### config.mk
export PLATFORM = sky130hd
export DESIGN_NAME = adcif_port
export DESIGN_NICKNAME = d
export VERILOG_FILES = /design/src/rtl/adcif_pkg.sv /design/src/rtl/adcif_rx.sv /design/src/rtl/adcif_tx.sv /design/src/rtl/adcif_port.sv
export SDC_FILE = /design/constraint.sdc
export NUM_CORES = 1
export LEC_CHECK = 0
export CELL_PAD_IN_SITES_DETAIL_PLACEMENT = 0
export CELL_PAD_IN_SITES_GLOBAL_PLACEMENT = 1
export CORE_MARGIN = 4
export CORE_UTILIZATION = 46
export DETAILED_ROUTE_END_ITERATION = 7
export PLACE_DENSITY = 0.91
export SLEW_MARGIN = 20
export SYNTH_ARGS = -nofsm -noshare
export SYNTH_HDL_FRONTEND = slang
export SYNTH_SLANG_ARGS = --single-unit
### constraint.sdc
create_clock -name clk -period 5.59 [get_ports clk]
set_clock_uncertainty 0.2 [all_clocks]
set_input_delay 1.118 -clock clk [delete_from_list [all_inputs] [get_ports clk]]
set_output_delay 1.118 -clock clk [all_outputs]
set_load 0.05 [all_outputs]
### src/rtl/adcif_pkg.sv
package adcif_pkg;

    localparam int CTRL_W = 8;

    typedef enum logic [1:0] {
        PD_FULL = 2'b00,
        PD_FAST = 2'b01,
        CLK_INT = 2'b10,
        CLK_EXT = 2'b11
    } pwr_mode_e;

    typedef struct packed {
        logic [2:0] ch_pos;
        logic [2:0] ch_neg;
        logic       neg_gnd;
        logic       unipolar;
        pwr_mode_e  mode;
    } ctrl_cfg_t;

    // f holds the seven control bits that follow the start bit, S2 at the top
    function automatic ctrl_cfg_t decode_ctrl(input logic [CTRL_W-2:0] f);
        ctrl_cfg_t c;
        c.ch_pos   = {f[5], f[4], f[6]};
        c.neg_gnd  = f[2];
        c.ch_neg   = f[2] ? 3'd0 : {f[5], f[4], ~f[6]};
        c.unipolar = f[3];
        c.mode     = pwr_mode_e'(f[1:0]);
        return c;
    endfunction

endpackage

### src/rtl/adcif_rx.sv
// Start-bit search and control-byte shifter, advanced on rising serial edges
module adcif_rx #(
    parameter int CTRL_W   = 8,
    parameter int TRACK_AT = 5
) (
    input  logic              clk,
    input  logic              rst_n,
    input  logic              abort,
    input  logic              rise,
    input  logic              bit_in,
    output logic [CTRL_W-2:0] fields,
    output logic              got_track,
    output logic              got_last
);
    localparam int CNT_W = $clog2(CTRL_W);

    typedef struct packed {
        logic [CNT_W-1:0]  cnt;
        logic [CTRL_W-2:0] sh;
        logic              trk_p;
        logic              last_p;
    } rx_t;

    rx_t q, d;

    always_comb begin
        d        = q;
        d.trk_p  = 1'b0;
        d.last_p = 1'b0;
        if (abort) begin
            d.cnt = '0;
        end else if (rise) begin
            if (q.cnt == '0) begin
                if (bit_in) begin
                    d.cnt = CNT_W'(1);
                    d.sh  = '0;
                end
            end else begin
                d.sh = {q.sh[CTRL_W-3:0], bit_in};
                if (q.cnt == CNT_W'(TRACK_AT - 1)) begin
                    d.trk_p = 1'b1;
                end
                if (q.cnt == CNT_W'(CTRL_W - 1)) begin
                    d.last_p = 1'b1;
                    d.cnt    = '0;
                end else begin
                    d.cnt = q.cnt + CNT_W'(1);
                end
            end
        end
    end

    always_ff @(posedge clk or negedge rst_n) begin
        if (!rst_n) begin
            q <= '0;
        end else begin
            q <= d;
        end
    end

    assign fields    = q.sh;
    assign got_track = q.trk_p;
    assign got_last  = q.last_p;

endmodule

### src/rtl/adcif_tx.sv
// Track/hold flags, result strobe and result shifter, advanced on falling serial edges
module adcif_tx #(
    parameter int RES_W = 12
) (
    input  logic             clk,
    input  logic             rst_n,
    input  logic             abort,
    input  logic             fall,
    input  logic             trk_req,
    input  logic             hold_req,
    input  logic             ext_mode,
    input  logic [RES_W-1:0] conv_data,
    output logic             ser_out,
    output logic             strobe,
    output logic             track,
    output logic             hold
);
    localparam int LEFT_W = $clog2(RES_W + 1);

    typedef struct packed {
        logic              pend_trk;
        logic              pend_hold;
        logic              pend_conv;
        logic              track;
        logic              hold;
        logic              strobe;
        logic              ser_out;
        logic [RES_W-1:0]  sh;
        logic [LEFT_W-1:0] left;
    } tx_t;

    tx_t q, d;

    always_comb begin
        d = q;
        if (trk_req) begin
            d.pend_trk = 1'b1;
        end
        if (hold_req) begin
            d.pend_hold = 1'b1;
            d.pend_conv = ext_mode;
        end
        if (abort) begin
            d = '0;
        end else if (fall) begin
            if (q.pend_trk) begin
                d.track    = 1'b1;
                d.hold     = 1'b0;
                d.pend_trk = 1'b0;
            end
            if (q.pend_hold) begin
                d.track     = 1'b0;
                d.hold      = 1'b1;
                d.pend_hold = 1'b0;
            end
            if (q.pend_conv) begin
                d.strobe    = 1'b1;
                d.ser_out   = 1'b0;
                d.sh        = conv_data;
                d.left      = LEFT_W'(RES_W);
                d.pend_conv = 1'b0;
            end else begin
                d.strobe = 1'b0;
                if (q.left != '0) begin
                    d.ser_out = q.sh[RES_W-1];
                    d.sh      = {q.sh[RES_W-2:0], 1'b0};
                    d.left    = q.left - LEFT_W'(1);
                end else begin
                    d.ser_out = 1'b0;
                end
            end
        end
    end

    always_ff @(posedge clk or negedge rst_n) begin
        if (!rst_n) begin
            q <= '0;
        end else begin
            q <= d;
        end
    end

    assign ser_out = q.ser_out;
    assign strobe  = q.strobe;
    assign track   = q.track;
    assign hold    = q.hold;

endmodule

### src/rtl/adcif_port.sv
module adcif_port
    import adcif_pkg::*;
#(
    parameter int RES_W    = 12,
    parameter int TRACK_AT = 5
) (
    input  logic             clk,
    input  logic             rst_n,
    input  logic             spi_cs_n,
    input  logic             spi_sck,
    input  logic             spi_mosi,
    input  logic [RES_W-1:0] conv_data,
    output logic             spi_miso,
    output logic             res_strobe,
    output logic             track,
    output logic             hold,
    output logic             cfg_valid,
    output logic [2:0]       ch_pos,
    output logic [2:0]       ch_neg,
    output logic             neg_gnd,
    output logic             unipolar,
    output logic [1:0]       pd_mode
);
    localparam int FIELD_W = CTRL_W - 1;

    typedef struct packed {
        logic      sck;
        logic      cfg_valid;
        ctrl_cfg_t cfg;
    } top_t;

    top_t q, d;

    logic               sck_rise;
    logic               sck_fall;
    logic [FIELD_W-1:0] fields;
    logic               got_track;
    logic               got_last;
    ctrl_cfg_t          new_cfg;
    logic               ext_mode;

    assign sck_rise = spi_sck & ~q.sck & ~spi_cs_n;
    assign sck_fall = ~spi_sck & q.sck & ~spi_cs_n;

    adcif_rx #(
        .CTRL_W   (CTRL_W),
        .TRACK_AT (TRACK_AT)
    ) u_rx (
        .clk       (clk),
        .rst_n     (rst_n),
        .abort     (spi_cs_n),
        .rise      (sck_rise),
        .bit_in    (spi_mosi),
        .fields    (fields),
        .got_track (got_track),
        .got_last  (got_last)
    );

    assign new_cfg  = decode_ctrl(fields);
    assign ext_mode = (new_cfg.mode == CLK_EXT);

    adcif_tx #(
        .RES_W (RES_W)
    ) u_tx (
        .clk       (clk),
        .rst_n     (rst_n),
        .abort     (spi_cs_n),
        .fall      (sck_fall),
        .trk_req   (got_track),
        .hold_req  (got_last),
        .ext_mode  (ext_mode),
        .conv_data (conv_data),
        .ser_out   (spi_miso),
        .strobe    (res_strobe),
        .track     (track),
        .hold      (hold)
    );

    always_comb begin
        d     = q;
        d.sck = spi_sck;
        if (got_last) begin
            d.cfg       = new_cfg;
            d.cfg_valid = 1'b1;
        end
    end

    always_ff @(posedge clk or negedge rst_n) begin
        if (!rst_n) begin
            q <= '0;
        end else begin
            q <= d;
        end
    end

    assign cfg_valid = q.cfg_valid;
    assign ch_pos    = q.cfg.ch_pos;
    assign ch_neg    = q.cfg.ch_neg;
    assign neg_gnd   = q.cfg.neg_gnd;
    assign unipolar  = q.cfg.unipolar;
    assign pd_mode   = q.cfg.mode;

endmodule

==> flow_summary.yaml, run 1 <==
status:
  status: "finished, final reports clean"
worst_hold_path:
  min_to: "cfg_valid"
  worstHoldPathCells: 1
  hp-class: "flip-flop to flip-flop"
  hp-start: "cfg_valid"
worst_setup_path:
  start_kind: "input port"
  r2r_cells: 3
  rrSetupSlack_ns: 3.39
  cp_max_fo: 29
  arrival_ns: 3.24
  crit_type: "input port to flip-flop"
  r2r_start: "u_tx.q[20]"
  critPathCaptureType: "flip-flop"
  worst_ep_required_time_ns: 5.58
  r2r_end: "u_tx.q[15]"
grt:
  antenna_found_initial: 0
  grt_pass1_wl_um: 6520
  grt_remaining_overflow: 0
  grt_max_degree: 48
  first_global_vias: 1376
  grtUsageTotal: 0.136
synthesis:
  synth_edf_count: 0
  synth_top_area_share: 0.534
  postSynthAreaPerCell_um2: 11.5
  ys_ff_latch: 47
  yosys.cell_types.count: 39
  synthTopCellsByCount: "dfrtp_1 (47), a21oi_1 (16), inv_1 (14)"
  synth.area.top_cells: "dfrtp_1 (53%), mux2i_1 (5.0%), a211oi_2 (4.0%), a21oi_1 (3.6%), a22o_1 (3.2%)"
  synthCells: 192
  synthesis.nets: 213
  async_reset_ff_frac: 1.00
  yosysMostFrequentCell: "dfrtp_1"
  yosys.area.top_type: "dfrtp_1"
  synth_area_um2: 2200
  yosysWarnings: 0
  ys.flop_type: "dfrtp_1"
  yosysSeqAreaShare: 0.534
placement:
  dpl.hpwl_um: 2520
  portBuffers: 31
  pre_cts_slack_ns: 2.03
  gp_congestion: 0.741
  dp.cells: 255
  postPlaceCellArea_um2: 2450
clocking:
  clk_path_buf_depth: 2
  ctsResizeCount: 0
  post_cts_buffers: 0
  cts_made_buffers: 5
  tritoncts: "done"
  clock_latency_ns: 0.30
  ctsHoldBuffers: 0
  cts_num_sinks: 47
  cts-root-buf: "clkbuf_8"
  htreeDepth: 2
  clkSlewWorstSetupHoldPaths_ns: 0.09
sta:
  worstMarginPinSlew_ns: 1.07
  setup_ws_ns: 2.34
  drv_slew: 0
  rsz0062_at_grt: "no"
  period_needed_ns: 3.25
  clock.fmax_mhz: 308
  setup_viol: 0
  worst_slew_margin_rel: 0.282
  finalCritPeriodShare: 0.581
  finalHoldViolations: 0
  totalNegativeSetupSlack_ns: 0
routing:
  drtAntennaViolNets: 0
  drc_errors: 0
  drt_iter0_markers: 79
  via_per_inst: 5.36
  dr_total_vias: 1410
  first_pass_iters: 4
  wl_um: 3730
  detail_route.wl_per_cell_um: 14.2
cells_and_area:
  fin_cells: 263
  fin_util: 0.570
  fin_nets: 231
  drive_gt1_frac: 0.133
  regArea_um2: 1180
  fillers: 388
  n_antenna_cell: 0
  syn2layout_area_growth_pct: 16.6
  fin_area_um2: 2570
  multi_input_area_um2: 842
die:
  initial_core_util: 0.489
  die_w_um: 77.2
  die_y_um: 77.2
  boundaryPins: 32
  die_area_um2: 5960
  core.rowCount: 24
  core_um2: 4500
pwr:
  vdd_drop_max_mv: 0.125
  leakagePower_nw: 1.08
  p_per_area_nw_per_um2: 264
run:
  drv_cap: 0
per-layer routing:
metal,GRT usage,wire (µm),up-vias
li1,-,-,719
met4,0.0480,63,0
met5,0,0,-
met3,0.0375,141,5
met1,0.190,1890,659
met2,0.201,1630,27
layout make-up:
class | instances | share of cell area
Clock buffer | 5 | 0.0268
Clock inverter | 3 | 0.0185
Inverter | 14 | 0.0205
Multi-Input combinational cell | 110 | 0.328
Sequential cell | 47 | 0.458
Tap cell | 52 | 0.0253
Timing Repair Buffer | 32 | 0.123
layout by cell type (no fill, tap or decap), types with 2 or more instances in the layout:
cell type and count:
a21oi_1 16, and3_1 2, a22o_1 8, o22ai_1 3, nand2_1 7, o32ai_1 2, or2_2 2, a211oi_2 7
ha_1 4, clkdlybuf4s50_1 30, dfrtp_1 47, mux2_2 6, buf_4 2, mux2i_1 11, o21ai_0 5, inv_1 14
a211oi_1 7, nand2b_1 6, clkbuf_8 5, a31oi_1 3, nor2_1 4
metrics by stage:
stage / hold slack, ns / total power [mW]
5_1_grt: 0.287 / 0.708
3_3_place_gp: 0.253 / 0.430
3_5_place_dp: 0.256 / 0.431
2_1_floorplan: 0.270 / 0.406
4_1_cts: 0.280 / 0.687
6_report: 0.282 / 0.679
power breakdown:
group / internal [mW] / total [mW] / switching, mW
sequential: 0.349 / 0.356 / 0.00679
combinational: 0.0301 / 0.0684 / 0.0383
clock: 0.136 / 0.255 / 0.119
total: 0.515 / 0.679 / 0.164
worst max path at each step:
stage	startpoint	endpoint	slack, ns	cells after the start
floorplan	spi_cs_n	u_rx.q[11]	3.33	4
global placement	spi_cs_n	u_rx.fields[0]	2.04	4
detailed placement	spi_cs_n	u_rx.fields[3]	2.03	4
CTS	spi_cs_n	u_rx.fields[3]	2.37	4
global route	spi_cs_n	u_rx.fields[6]	2.13	4
finish	spi_cs_n	u_rx.fields[3]	2.34	4
registers in the layout, indices dropped and copies added, names as in the netlist, 2 cells and up:
name,count
u_rx.fields,7
u_rx.q,3
ch_pos,3
ch_neg,3
pd_mode,2
u_tx.q,19
cell families (layout without fill, tap and decap cells):
family                   after synthesis  count (layout)  share of synthesized area
adder cells (fa/ha/maj)                4               4                     0.0227
AO/OA/AOI/OAI                         58              58                      0.196
flip-flops                            47              47                      0.534
AND/OR/NAND/NOR                       31              31                     0.0830
buffers and inverters                 35              54                     0.0835
multiplexers                          17              17                     0.0807
worst max-delay path, stage by stage:
cell             delay (ns)
clkdlybuf4s50_1        0.94
nor3b_1                0.63
nand2_1                0.29
a22o_1                 0.25
Note: power is estimated with default switching activity, not from simulation.
==> run 2: changes to the inputs <==
- CORE_UTILIZATION: 46 -> 43
- PLACE_DENSITY: 0.91 -> 0.86
- clock period: 5.59 -> 3.2 ns (I/O delays scaled with it)
==> run 2 against run 1 <==
Register-to-register slack worse by 2.4 ns. Worst hold slack worse by 0.17 ns. Sequential share of layout area is 0.31 points lower. Power is 70% higher. Worst setup slack worse by 1.4 ns. Routed wire length is 6.2% higher. Via count is 3.7% higher. Non-clock buffer count is 2 higher. Flip-flop and latch count stayed put. Design area is 0.68% higher. Clock power is 62% higher. Largest power group unchanged. Highest routed layer unchanged.
==> flow_summary.yaml, run 2 (synthesis results as in run 1) <==
clocking:
  cts_made_buffers: 5
  cts_num_sinks: 47
  ctsResizeCount: 0
  post_cts_buffers: 0
  clkSlewWorstSetupHoldPaths_ns: 0.08
  clk_path_buf_depth: 2
  clock_latency_ns: 0.30
  cts-root-buf: "clkbuf_8"
  htreeDepth: 2
  ctsHoldBuffers: 0
  tritoncts: "done"
worst_setup_path:
  path_cells: "clkdlybuf4s50_1"
  path_depth: 1
  r2r_end: "u_tx.q[5]"
  rrSetupSlack_ns: 0.97
  critPathCaptureType: "output port"
  cp_max_fo: 2
  cpMaxStageDelayCell: "clkdlybuf4s50_1"
  crit_type: "flip-flop to output port"
  r2r_cells: 3
  worst_ep_required_time_ns: 2.36
  start_kind: "flip-flop"
  path_buf_inv: 1
  max_stage_delay_ns: 0.81
  path_delay_family: "buffers and inverters"
  arrival_ns: 1.46
  r2r_start: "u_tx.q[20]"
placement:
  dp.cells: 272
  pre_cts_slack_ns: 0.748
  portBuffers: 31
  dpl.hpwl_um: 2680
  gp_congestion: 0.823
cells_and_area:
  fin_cells: 279
  fin_nets: 233
  n_antenna_cell: 0
  regArea_um2: 1180
  drive_gt1_frac: 0.132
  regMostFlops: "u_tx.q"
  fillers: 434
  fin_util: 0.533
  largest_reg_flops: 19
  layout_common_cells: "dfrtp_1 (47), clkdlybuf4s50_1 (30), a21oi_1 (16)"
  multi_input_area_um2: 842
  layout_commonest_cell: "dfrtp_1"
  syn2layout_area_growth_pct: 17.4
sta:
  period_needed_ns: 2.30
  worst_slew_margin_rel: 0.514
  setup_ws_ns: 0.895
  rsz0062_at_grt: "no"
  finalHoldViolations: 0
  worstMarginPinSlew_ns: 0.729
  clock.fmax_mhz: 434
  setup_viol: 0
  drv_slew: 0
  finalCritPeriodShare: 0.720
  totalNegativeSetupSlack_ns: 0
run:
  drv_cap: 0
routing:
  dr_total_vias: 1462
  detail_route.wl_per_cell_um: 14.2
  via_per_inst: 5.24
  first_pass_iters: 4
  drt_iter0_markers: 61
  drtAntennaViolNets: 0
  wl_um: 3960
  drc_errors: 0
grt:
  first_global_vias: 1468
  antenna_found_initial: 0
  grt_max_degree: 29
  grtUsageTotal: 0.132
  grt_remaining_overflow: 0
  grt_pass1_wl_um: 6670
die:
  die_w_um: 79.6
  initial_core_util: 0.454
  core_um2: 4850
  die_area_um2: 6330
  boundaryPins: 32
  die_y_um: 79.6
  core.rowCount: 25
status:
  status: "finished, final reports clean"
pwr:
  seq_power_share: 0.537
  p_sw_mw: 0.265
  clkPwrFrac: 0.358
  p_per_area_nw_per_um2: 448
  totalPowerFinal_mw: 1.16
  swShare: 0.229
  vdd_drop_max_mv: 0.280
  leakagePower_nw: 1.08
  power.internal_mw: 0.892
  combPwrFrac: 0.105
worst_hold_path:
  hp-class: "input port to async pin"
==> run 2: layout make-up <==
class | instances | area share
Inverter | 14 | 0.0203
Multi-Input combinational cell | 110 | 0.326
Sequential cell | 47 | 0.455
Timing Repair Buffer | 34 | 0.127
Tap cell | 67 | 0.0324
Clock buffer | 6 | 0.0281
Clock inverter | 1 | 0.0116
==> run 2: how the worst max path moves through the flow <==
| stage | slack (ns) | end | start |
|---|---|---|---|
| 2_1_floorplan | 1.27 | u_tx.q[11] | u_tx.q[0] |
| 3_3_place_gp | 0.79 | u_rx.fields[2] | spi_sck |
| 3_5_place_dp | 0.75 | u_rx.fields[3] | spi_sck |
| 4_1_cts | 0.87 | spi_miso | u_tx.ser_out |
| 5_1_grt | 0.85 | ch_neg[0] | ch_neg[0] |
| 6_report | 0.90 | spi_miso | u_tx.ser_out |
==> run 2: worst reg2reg max path: cells and delay by family (launching register included) <==
kind,cells,cell delay (ns)
flip-flops,1,0.65
AO/OA/AOI/OAI,1,0.25
AND/OR/NAND/NOR,2,1.03
==> run 2: per-stage QoR <==
stage	area, µm²	hold slack [ns]
2_1_floorplan	2200	0.144
3_3_place_gp	2480	0.258
3_5_place_dp	2480	0.259
4_1_cts	2580	0.128
5_1_grt	2580	0.147
6_report	2580	0.114
==> run 2: power by group through the flow <==
stage	Clock (mW)	Sequential, mW	Combinational (mW)
after detailed placement	0	0.633	0.122
after global routing	0.445	0.624	0.134
after global placement	0	0.633	0.121
final	0.414	0.622	0.121
after CTS	0.424	0.622	0.123
after floorplan	0	0.630	0.0787
==> run 2: layer usage <==
| layer | vias to the layer above | track usage | share of wire |
|---|---|---|---|
| met2 | 22 | 0.209 | 0.46 |
| met1 | 717 | 0.172 | 0.49 |
| li1 | 716 | - | - |
| met5 | - | 0 | 0 |
| met4 | 0 | 0.0481 | 0.018 |
| met3 | 7 | 0.0361 | 0.033 |
